$ cat src/rtl/gad_pkg.sv
package gad_pkg;

   localparam int LIN_SEL_W   = 4;
   localparam int PCI_HI_W    = 8;
   localparam int BANK_LOW_W  = 15;
   localparam int MMIO_IDX_W  = 8;
   localparam int MIN_OFFS_W  = 22;
   localparam int MIN_ADDR_W  = 32;

   localparam logic [31:0] LEG_A0_BASE   = 32'h000A_0000;
   localparam logic [31:0] LEG_B0_BASE   = 32'h000B_0000;
   localparam logic [31:0] LEG_B8_BASE   = 32'h000B_8000;
   localparam logic [31:0] LEG_SPAN_64K  = 32'h0001_0000;
   localparam logic [31:0] LEG_SPAN_32K  = 32'h0000_8000;
   localparam logic [15:0] LEG_MASK_64K  = 16'hFFFF;
   localparam logic [15:0] LEG_MASK_32K  = 16'h7FFF;

   localparam logic [31:0] MMIO_BASE     = 32'h000B_8000;
   localparam logic [31:0] MMIO_SPAN     = 32'h0000_0100;

   localparam logic [31:0] APT_SPAN_1M   = 32'h0010_0000;
   localparam logic [31:0] APT_SPAN_2M   = 32'h0020_0000;
   localparam logic [31:0] APT_SPAN_4M   = 32'h0040_0000;
   localparam logic [31:0] APT_LOCAL_BASE = 32'h0800_0000;

   typedef enum logic [1:0] {
      LEG_A0_BANKED = 2'b00,
      LEG_A0_REGWIN = 2'b01,
      LEG_B0_MONO   = 2'b10,
      LEG_B8_TEXT   = 2'b11
   } leg_mode_e;

   typedef struct packed {
      logic legacy;
      logic linear;
      logic mmio;
      logic miss;
   } hit_flags_t;

   typedef struct packed {
      logic [31:0] base;
      logic [31:0] span;
      logic [15:0] mask;
   } leg_win_t;

   function automatic leg_win_t leg_window(input leg_mode_e m);
      leg_win_t w;
      unique case (m)
         LEG_A0_BANKED, LEG_A0_REGWIN: w = '{base: LEG_A0_BASE, span: LEG_SPAN_64K, mask: LEG_MASK_64K};
         LEG_B0_MONO:                  w = '{base: LEG_B0_BASE, span: LEG_SPAN_32K, mask: LEG_MASK_32K};
         default:                      w = '{base: LEG_B8_BASE, span: LEG_SPAN_32K, mask: LEG_MASK_32K};
      endcase
      return w;
   endfunction

endpackage

$ cat src/rtl/gad_legacy_win.sv
module gad_legacy_win
   import gad_pkg::*;
#(
   parameter int ADDR_W = 32,
   parameter int OFFS_W = 22
) (
   input  logic [ADDR_W-1:0] addr,
   input  logic              win_en,
   input  leg_mode_e         mode,
   input  logic [OFFS_W-1:0] bank0_ofs,
   input  logic [OFFS_W-1:0] bank1_ofs,
   output logic              hit,
   output logic [OFFS_W-1:0] ofs
);

   leg_win_t            win;
   logic [ADDR_W-1:0]   base_ext;
   logic [ADDR_W-1:0]   span_ext;
   logic [ADDR_W-1:0]   rel;
   logic [15:0]         masked;
   logic [OFFS_W-1:0]   bank_sel;

   always_comb begin
      win      = leg_window(mode);
      base_ext = ADDR_W'(win.base);
      span_ext = ADDR_W'(win.span);
      rel      = addr - base_ext;
      hit      = win_en && (addr >= base_ext) && (rel < span_ext);
      masked   = addr[15:0] & win.mask;
      bank_sel = masked[15] ? bank1_ofs : bank0_ofs;
      ofs      = OFFS_W'(masked[BANK_LOW_W-1:0]) + bank_sel;
   end

endmodule

$ cat src/rtl/gad_linear_win.sv
module gad_linear_win
   import gad_pkg::*;
#(
   parameter int ADDR_W  = 32,
   parameter int OFFS_W  = 22,
   parameter bit NEW_GEN = 1'b0,
   parameter bit ON_PCI  = 1'b0
) (
   input  logic [ADDR_W-1:0]    addr,
   input  logic                 mem_en,
   input  logic [LIN_SEL_W-1:0] lin_sel,
   input  logic                 lin_small,
   input  logic [PCI_HI_W-1:0]  pci_base_hi,
   output logic                 apt_on,
   output logic                 hit,
   output logic [OFFS_W-1:0]    ofs
);

   logic [ADDR_W-1:0] base;
   logic [ADDR_W-1:0] span;
   logic [ADDR_W-1:0] rel;

   generate
      if (!NEW_GEN) begin : g_old_gen
         logic unused_pci_hi;
         assign unused_pci_hi = ^pci_base_hi;
         assign base = ADDR_W'({lin_sel, 20'h0_0000});
         assign span = lin_small ? ADDR_W'(APT_SPAN_1M) : ADDR_W'(APT_SPAN_2M);
      end else if (ON_PCI) begin : g_new_pci
         logic unused_small;
         assign unused_small = lin_small;
         assign base = ADDR_W'({pci_base_hi, 24'h00_0000});
         assign span = ADDR_W'(APT_SPAN_4M);
      end else begin : g_new_local
         logic unused_cfg;
         assign unused_cfg = lin_small ^ (^pci_base_hi);
         assign base = ADDR_W'(APT_LOCAL_BASE);
         assign span = ADDR_W'(APT_SPAN_4M);
      end
   endgenerate

   always_comb begin
      apt_on = mem_en && (lin_sel != '0);
      rel    = addr - base;
      hit    = apt_on && (addr >= base) && (rel < span);
      ofs    = rel[OFFS_W-1:0];
   end

endmodule

$ cat src/rtl/gad_mmio_win.sv
module gad_mmio_win
   import gad_pkg::*;
#(
   parameter int ADDR_W = 32,
   parameter int OFFS_W = 22
) (
   input  logic [ADDR_W-1:0] addr,
   input  logic              mem_en,
   input  logic              ctl_en,
   input  leg_mode_e         mode,
   input  logic              lin_req,
   output logic              hit,
   output logic [OFFS_W-1:0] ofs
);

   logic              live;
   logic [ADDR_W-1:0] base_ext;
   logic [ADDR_W-1:0] rel;

   always_comb begin
      live     = mem_en && ctl_en && (lin_req || (mode == LEG_A0_REGWIN));
      base_ext = ADDR_W'(MMIO_BASE);
      rel      = addr - base_ext;
      hit      = live && (addr >= base_ext) && (rel < ADDR_W'(MMIO_SPAN));
      ofs      = OFFS_W'(addr[MMIO_IDX_W-1:0]);
   end

endmodule

$ cat src/rtl/gfx_aperture_decode.sv
module gfx_aperture_decode
   import gad_pkg::*;
#(
   parameter int ADDR_W  = 32,
   parameter int OFFS_W  = 22,
   parameter bit NEW_GEN = 1'b0,
   parameter bit ON_PCI  = 1'b0
) (
   input  logic                 clk,
   input  logic                 rst_n,
   input  logic                 acc_valid,
   input  logic [ADDR_W-1:0]    acc_addr,
   input  logic                 mem_en,
   input  logic [3:0]           lin_sel,
   input  logic                 lin_small,
   input  logic [7:0]           pci_base_hi,
   input  logic [1:0]           leg_mode,
   input  logic                 mmio_decode_en,
   input  logic [OFFS_W-1:0]    bank0_ofs,
   input  logic [OFFS_W-1:0]    bank1_ofs,
   output logic                 hit_valid,
   output logic                 hit_legacy,
   output logic                 hit_linear,
   output logic                 hit_mmio,
   output logic                 miss,
   output logic [OFFS_W-1:0]    vmem_ofs
);

   generate
      if (ADDR_W < MIN_ADDR_W) begin : g_bad_addr_w
         $error("gfx_aperture_decode: ADDR_W must be at least 32");
      end
      if (OFFS_W < MIN_OFFS_W || OFFS_W > ADDR_W) begin : g_bad_offs_w
         $error("gfx_aperture_decode: OFFS_W must cover 4 MB and fit in ADDR_W");
      end
   endgenerate

   leg_mode_e         mode;
   logic              lin_req;
   logic              apt_on;
   logic              leg_hit, lin_hit, mm_hit;
   logic [OFFS_W-1:0] leg_ofs, lin_ofs, mm_ofs;
   hit_flags_t        flags_d, flags_q;
   logic [OFFS_W-1:0] ofs_d, ofs_q;
   logic              valid_q;

   assign mode    = leg_mode_e'(leg_mode);
   assign lin_req = (lin_sel != '0);

   gad_legacy_win #(.ADDR_W(ADDR_W), .OFFS_W(OFFS_W)) u_legacy (
      .addr      (acc_addr),
      .win_en    (mem_en && !lin_req),
      .mode      (mode),
      .bank0_ofs (bank0_ofs),
      .bank1_ofs (bank1_ofs),
      .hit       (leg_hit),
      .ofs       (leg_ofs)
   );

   gad_linear_win #(.ADDR_W(ADDR_W), .OFFS_W(OFFS_W), .NEW_GEN(NEW_GEN), .ON_PCI(ON_PCI)) u_linear (
      .addr        (acc_addr),
      .mem_en      (mem_en),
      .lin_sel     (lin_sel),
      .lin_small   (lin_small),
      .pci_base_hi (pci_base_hi),
      .apt_on      (apt_on),
      .hit         (lin_hit),
      .ofs         (lin_ofs)
   );

   gad_mmio_win #(.ADDR_W(ADDR_W), .OFFS_W(OFFS_W)) u_mmio (
      .addr    (acc_addr),
      .mem_en  (mem_en),
      .ctl_en  (mmio_decode_en),
      .mode    (mode),
      .lin_req (apt_on),
      .hit     (mm_hit),
      .ofs     (mm_ofs)
   );

   always_comb begin
      flags_d = '0;
      ofs_d   = '0;
      if (acc_valid) begin
         flags_d.legacy = leg_hit;
         flags_d.linear = lin_hit;
         flags_d.mmio   = mm_hit;
         flags_d.miss   = !(leg_hit || lin_hit || mm_hit);
         if (leg_hit)      ofs_d = leg_ofs;
         else if (lin_hit) ofs_d = lin_ofs;
         else if (mm_hit)  ofs_d = mm_ofs;
      end
   end

   always_ff @(posedge clk or negedge rst_n) begin
      if (!rst_n) begin
         valid_q <= 1'b0;
         flags_q <= '0;
         ofs_q   <= '0;
      end else begin
         valid_q <= acc_valid;
         flags_q <= flags_d;
         ofs_q   <= ofs_d;
      end
   end

   assign hit_valid  = valid_q;
   assign hit_legacy = flags_q.legacy;
   assign hit_linear = flags_q.linear;
   assign hit_mmio   = flags_q.mmio;
   assign miss       = flags_q.miss;
   assign vmem_ofs   = ofs_q;

endmodule

$ cat config.mk
export PLATFORM = sky130hd
export DESIGN_NAME = gfx_aperture_decode
export DESIGN_NICKNAME = d
export VERILOG_FILES = /design/src/rtl/gad_pkg.sv /design/src/rtl/gad_legacy_win.sv /design/src/rtl/gad_linear_win.sv /design/src/rtl/gad_mmio_win.sv /design/src/rtl/gfx_aperture_decode.sv
export SDC_FILE = /design/constraint.sdc
export NUM_CORES = 1
export LEC_CHECK = 0
export CAP_MARGIN = 20
export CORE_MARGIN = 2
export CORE_UTILIZATION = 52
export DETAILED_ROUTE_END_ITERATION = 16
export GPL_TIMING_DRIVEN = 0
export PLACE_DENSITY = 0.95
export SLEW_MARGIN = 20
export SYNTH_ARGS = -nofsm -noshare
export SYNTH_HDL_FRONTEND = slang
export SYNTH_HIERARCHICAL = 1
export SYNTH_SLANG_ARGS = --single-unit
$ cat constraint.sdc
create_clock -name clk -period 0.9 [get_ports clk]
set_input_delay 0.18 -clock clk [delete_from_list [all_inputs] [get_ports clk]]
set_output_delay 0.18 -clock clk [all_outputs]
set_load 0.02 [all_outputs]
# [After elaboration in Yosys (flattened, before gate mapping)]
# Cells that the tools add are included.
[totals] regBits=27 output_inout_bits=27 word_cells=45
[op_classes] n_addsub=4 magnitude_cmp=6 n_eq_ne=2 mux=8 bitwise=1 n_reduce_logical=18
[ops] cell="case mux 65 bit (2 select lines)" count=1
[ops] cell="two-way mux 22 bit" count=5
[ops] cell="less-than comparator 32 bit" count=2
[ops] cell="greater-or-equal comparator 32 x 20 -> 1 bit" count=1
[ops] cell="greater-or-equal comparator 32 x 20 -> 1 bit, second input constant" count=1
[ops] cell="greater-or-equal comparator 32 x 24 -> 1 bit" count=1
[ops] cell="less-than comparator 32 x 9 -> 1 bit, second input constant" count=1
[ops] cell="subtractor 32 x 20 -> 32 bit" count=1
[ops] cell="subtractor 32 x 20 -> 32 bit, second input constant" count=1
[ops] cell="subtractor 32 x 24 -> 32 bit" count=1
[ops] cell="adder 15 x 22 -> 22 bit" count=1
[ops] cell="bitwise AND 16 bit" count=1
[ops] cell="logical AND 1 bit" count=10
[ops] cell="two-way mux 8 bit" count=1
[ops] cell="two-way mux 4 bit" count=1
[ops] cell="nonzero test 4 bit" count=1
[ops] cell="logical OR 1 bit" count=3
[ops] cell="equality test 2 x 1 -> 1 bit, second input constant" count=1
[ops] cell="equality test 2 bit, second input constant" count=1
[ops] cell="zero test 1 bit" count=2
[ops] cell="zero test 2 bit" count=1
[ops] cell="OR reduction 2 bit" count=1

# [Longest topological paths before layout]
[depth] word_depth=10 depth_mapped=17 ltp_nobuf=15

# [By module]
# The synthesis kept the hierarchy.
[by_module_without_submodules] module="gfx_aperture_decode" instances=1 cells_each=136 area_each_um2=1488.9 seq_area_each_um2=675.6
[by_module_without_submodules] module="gad_legacy_win" instances=1 cells_each=227 area_each_um2=1463.9 seq_area_each_um2=0.0
[by_module_without_submodules] module="gad_linear_win" instances=1 cells_each=60 area_each_um2=466.7 seq_area_each_um2=0.0
[by_module_without_submodules] module="gad_mmio_win" instances=1 cells_each=62 area_each_um2=417.9 seq_area_each_um2=0.0

# [Worst setup path before layout]
# OpenSTA, ideal clock, no wires.
[synth_path] path_kind="input-to-reg" from="in leg_mode[1]" to="reg ofs_q[14] (netlist: vmem_ofs[14])" setup_ps=94 arrival_time_ps=3351 path_slack_ps=-2545 stages=17 path_buffers=3 cell_sequence="nand2b_1 buf_2 buf_1 clkbuf_1 nand2_1 nand2_1 ha_1 fa_1 a21o_1 a221o_1 a211oi_2 nor2b_1 o21a_1 o32ai_1 xnor2_1 inv_1 a221oi_2"
[synth_via] elab_chain_len=8
[synth_lines] element="start, declared" line="gfx_aperture_decode.sv:17" text="input logic [1:0] leg_mode,"
[synth_lines] element="equality test 2 x 1 -> 1 bit / zero test 2 bit (equally long branches)" line="gad_pkg.sv:48" text="unique case (m)"
[synth_lines] element="OR reduction 2 bit" line="gad_pkg.sv:48"
[synth_lines] element="case mux 65 bit (2 select lines) (*)" line="gad_pkg.sv:48"
[synth_lines] element="bitwise AND 16 bit (*)" line="gad_legacy_win.sv:29" text="masked = addr[15:0] & win.mask;"
[synth_lines] element="two-way mux 22 bit (*)" line="gad_legacy_win.sv:30" text="bank_sel = masked[15] ? bank1_ofs : bank0_ofs;"
[synth_lines] element="adder 15 x 22 -> 22 bit (*)" line="gad_legacy_win.sv:31" text="ofs = OFFS_W'(masked[BANK_LOW_W-1:0]) + bank_sel;"
[synth_lines] element="via leg_ofs[14]" line="gfx_aperture_decode.sv:42" text="logic [OFFS_W-1:0] leg_ofs, lin_ofs, mm_ofs;"
[synth_lines] element="two-way mux 22 bit (*)" line="gfx_aperture_decode.sv:89" text="if (leg_hit) ofs_d = leg_ofs;"
[synth_lines] element="two-way mux 22 bit (*)" line="gfx_aperture_decode.sv:84" text="if (acc_valid) begin"
[synth_lines] element="via ofs_d[14]" line="gfx_aperture_decode.sv:44" text="logic [OFFS_W-1:0] ofs_d, ofs_q;"
[synth_lines] element="end signal, assigned" line="gfx_aperture_decode.sv:103" text="ofs_q <= ofs_d;"
[synth_lines] element="end, declared" line="gfx_aperture_decode.sv:44"
# The timed path passes the listed nets; every way through them passes the cells marked *.

# [Worst setup path in the final report]
[layout_path] from="in leg_mode[1]" to="reg ofs_q[18] (netlist: vmem_ofs[18])"
# Same word-level chain as after synthesis.

==> flow_summary.ini <==
[outcome]
status = finished with violations
violations = negative setup slack

[final_layout]
postLayoutCellArea_um2 = 6631
fill_cells = 239
layoutNonFillerInstCount = 782
final_nets = 807
diodes = 0
syn_to_final_growth_pct = 72.81
drive_gt1_frac = 0.4451

[power_and_ir_drop]
seq_power_share = 0.236
switching_power_w = 0.002199
p_comb_frac = 0.620
leakagePower_nw = 2.949
clkPwrFrac = 0.144
ir_drop_uv = 512.8
p_int_w = 0.002968
powerDensity_nw_per_um2 = 779.2
swShare = 0.4255

[clock_network]
cts_root_buf = clkbuf_8
cts.htree.levels = 1
numCtsBuffers = 3
cts.sink_count = 27
clock_path_buffers = 2
cts_tree = built
clkSlewWorstSetupHoldPaths_ns = 0.10

[critical_path]
worst_path_largest_cell_delay_ns = 0.42
slowest_stage = a221o_1
crit_arrival_ns = 3.50
worstPathMaxFanout = 4
cp_cell_sequence = buf_8, nand2b_4, buf_8, clkbuf_16, nand2_4, nand2_4, ha_4, fa_2, a21o_1, a221o_1, a211oi_4, o21a_2, o22a_1, xor2_1, o211ai_1, inv_1, a221oi_2
worstSetupEndpointType = flop
critPathKind = input pin to flop
required_ns = 1.09
cp-start-kind = input pin

[detailed_routing]
vias = 5392
dr.first_iter.drc_count = 865
dr.pass1.iters = 7
drc_errors = 0
viasPerCell = 6.895
routedWlPerCell_um = 26.41
ant_nets = 0
wl_um = 20650

[synthesis]
syn_area_per_cell_um2 = 7.912
yosys_warnings = 6
synth_area_leaders = dfrtp_1 18%, buf_4 8.8%, ha_1 7.8%
synth_flop_cell = dfrtp_1
yosysUniqueCellTypes = 66
yosysTopAreaCell = dfrtp_1
synthTopCellsByCount = 66 x nand2_1, 45 x buf_4, 43 x a21oi_1, 37 x inv_1, 27 x dfrtp_1
seq_area_frac_synth = 0.1761
syn-cell-area_um2 = 3837
netlist_instances = 485
synth_edf_count = 0
synthArstFlopShare = 1.000
ys_seq_elements = 27
synth_top_area_frac = 0.1761
yosys.cell_count.top_type = nand2_1

[floorplanning]
row_count = 31
die-area_um2 = 8083
core-area_um2 = 7214
ios = 123
die_w_um = 89.91
die_h_um = 89.91
start_util = 0.5319

[timing]
drv_slew = 0
setup_ws_ns = -2.412
rsz0062_at_grt = yes
max_slew_margin = 0.4447
max_freq_mhz = 301.9
period_needed_ns = 3.312
fin_crit_sh = 3.680
finalSetupViolations = 53
tightest_slew_ns = 0.8242
finalHoldWorstSlack_ns = 0.3849
hold_viol = 0

[grt]
grt_overflow = 0
grt_max_degree = 28
grt_pass1_vias = 5046
antenna_found_initial = 0
grt_pass1_wl_um = 26700
grt_use_total = 0.4117

[hold_path]
min_path_type = input pin to asynchronous set/reset pin

[place]
routabilityCongestion = 0.8652
place_area_um2 = 5433
dp_hpwl_um = 9523
port_buffers = 114
dp_cells = 711
place_ws_ns = -3.595

[run]
maxCapViolCount = 0
==> metrics by stage <==
stage	setup TNS (ns)	utilization	power, W
after floorplan	-43.32	-	0.002618
after global placement	-97.25	0.7537	0.003369
after detailed placement	-81.73	0.7530	0.003450
after CTS	-46.92	0.8682	0.004435
after global routing	-55.51	0.9192	0.005299
final	-55.87	0.9192	0.005167
==> timing repair <==
action                                  4_1_cts  5_1_grt
buffers inserted                             49       20
pin swaps                                    49       38
hold buffers                                  1        0
gates resized for setup                     313       83
cloned                                        4        0
hold endpoints to repair                     27        0
endpoints found under the setup margin       53       80
==> cell usage in the layout, fill, tap and decap left out, drive strengths merged, types with 11 or more instances in the layout <==
cell type / instances
buf: 163
nand2: 66
clkdlybuf4s50: 54
a21oi: 43
inv: 37
dfrtp: 27
nand3b: 24
ha: 24
a221oi: 22
o21ai: 18
nor2: 15
clkbuf: 15
conb: 14
xnor2: 12
xor2: 12
nand3: 11
==> layer usage <==
layer	track usage	wire, um	vias up
met3	0.08047	2680	238
met5	0	0	-
met2	0.6900	9007	648
met1	0.4953	6820	2419
li1	-	-	2087
met4	0.2321	2144	0
==> worst max-delay path, delay by kind of cell <==
| family | cells | cell delay (ns) |
|---|---|---|
| AND/OR/NAND/NOR | 3 | 0.30 |
| buffers and inverters | 4 | 0.52 |
| AO/OA/AOI/OAI | 7 | 1.89 |
| XOR/XNOR | 1 | 0.07 |
| adder cells (fa/ha/maj) | 2 | 0.53 |
==> power groups by stage <==
stage	Sequential, W	Clock, W	Combinational [W]
5_1_grt	0.00122	0.000771	0.00331
2_1_floorplan	0.00125	0	0.00137
3_5_place_dp	0.00124	0	0.00221
4_1_cts	0.00122	0.000693	0.00252
3_3_place_gp	0.00124	0	0.00213
6_report	0.00122	0.000745	0.00320
==> layout make-up <==
cell class / count / area (um2) / area share
well taps: 99 / 123.9 / 0.01868
repair buffers: 185 / 1813 / 0.2734
multi-input cells: 371 / 3277 / 0.4942
clock buffers: 4 / 45.04 / 0.006792
flip-flops and latches: 27 / 675.6 / 0.1019
plain buffers: 59 / 543.0 / 0.08189
inverters: 37 / 153.9 / 0.02321
==> path summary, 6_finish.rpt <==
| kind | from | endpoint | slack (ns) | depth (start not counted) |
|---|---|---|---|---|
| min in group clk | acc_addr[16] | vmem_ofs[16]$_DFF_PN0_ | 0.51 | 4 |
| setup / recovery | leg_mode[1] | vmem_ofs[18]$_DFF_PN0_ | -2.41 | 17 |
| max in group asynchronous | rst_n | vmem_ofs[8]$_DFF_PN0_ | 0.22 | 2 |
| hold / removal | rst_n | hit_valid$_DFF_PN0_ | 0.38 | 2 |
==> registers in the layout (all words and copies together) (netlist names) <==
signal	flops
hit_linear	1
hit_legacy	1
vmem_ofs	22
hit_valid	1
miss	1
hit_mmio	1
==> logic make-up (layout without fill, tap and decap cells) <==
logic type               count (synthesis)  count (layout)  share of synthesized area
multiplexers                             7               7                    0.01859
XOR/XNOR                                24              24                    0.05478
buffers and inverters                  100             285                     0.1555
other                                    1              14                  0.0009772
AND/OR/NAND/NOR                        167             167                     0.2357
flip-flops                              27              27                     0.1761
AO/OA/AOI/OAI                          132             132                     0.2644
adder cells (fa/ha/maj)                 27              27                    0.09390
Note: power is estimated with default switching activity, not from simulation.
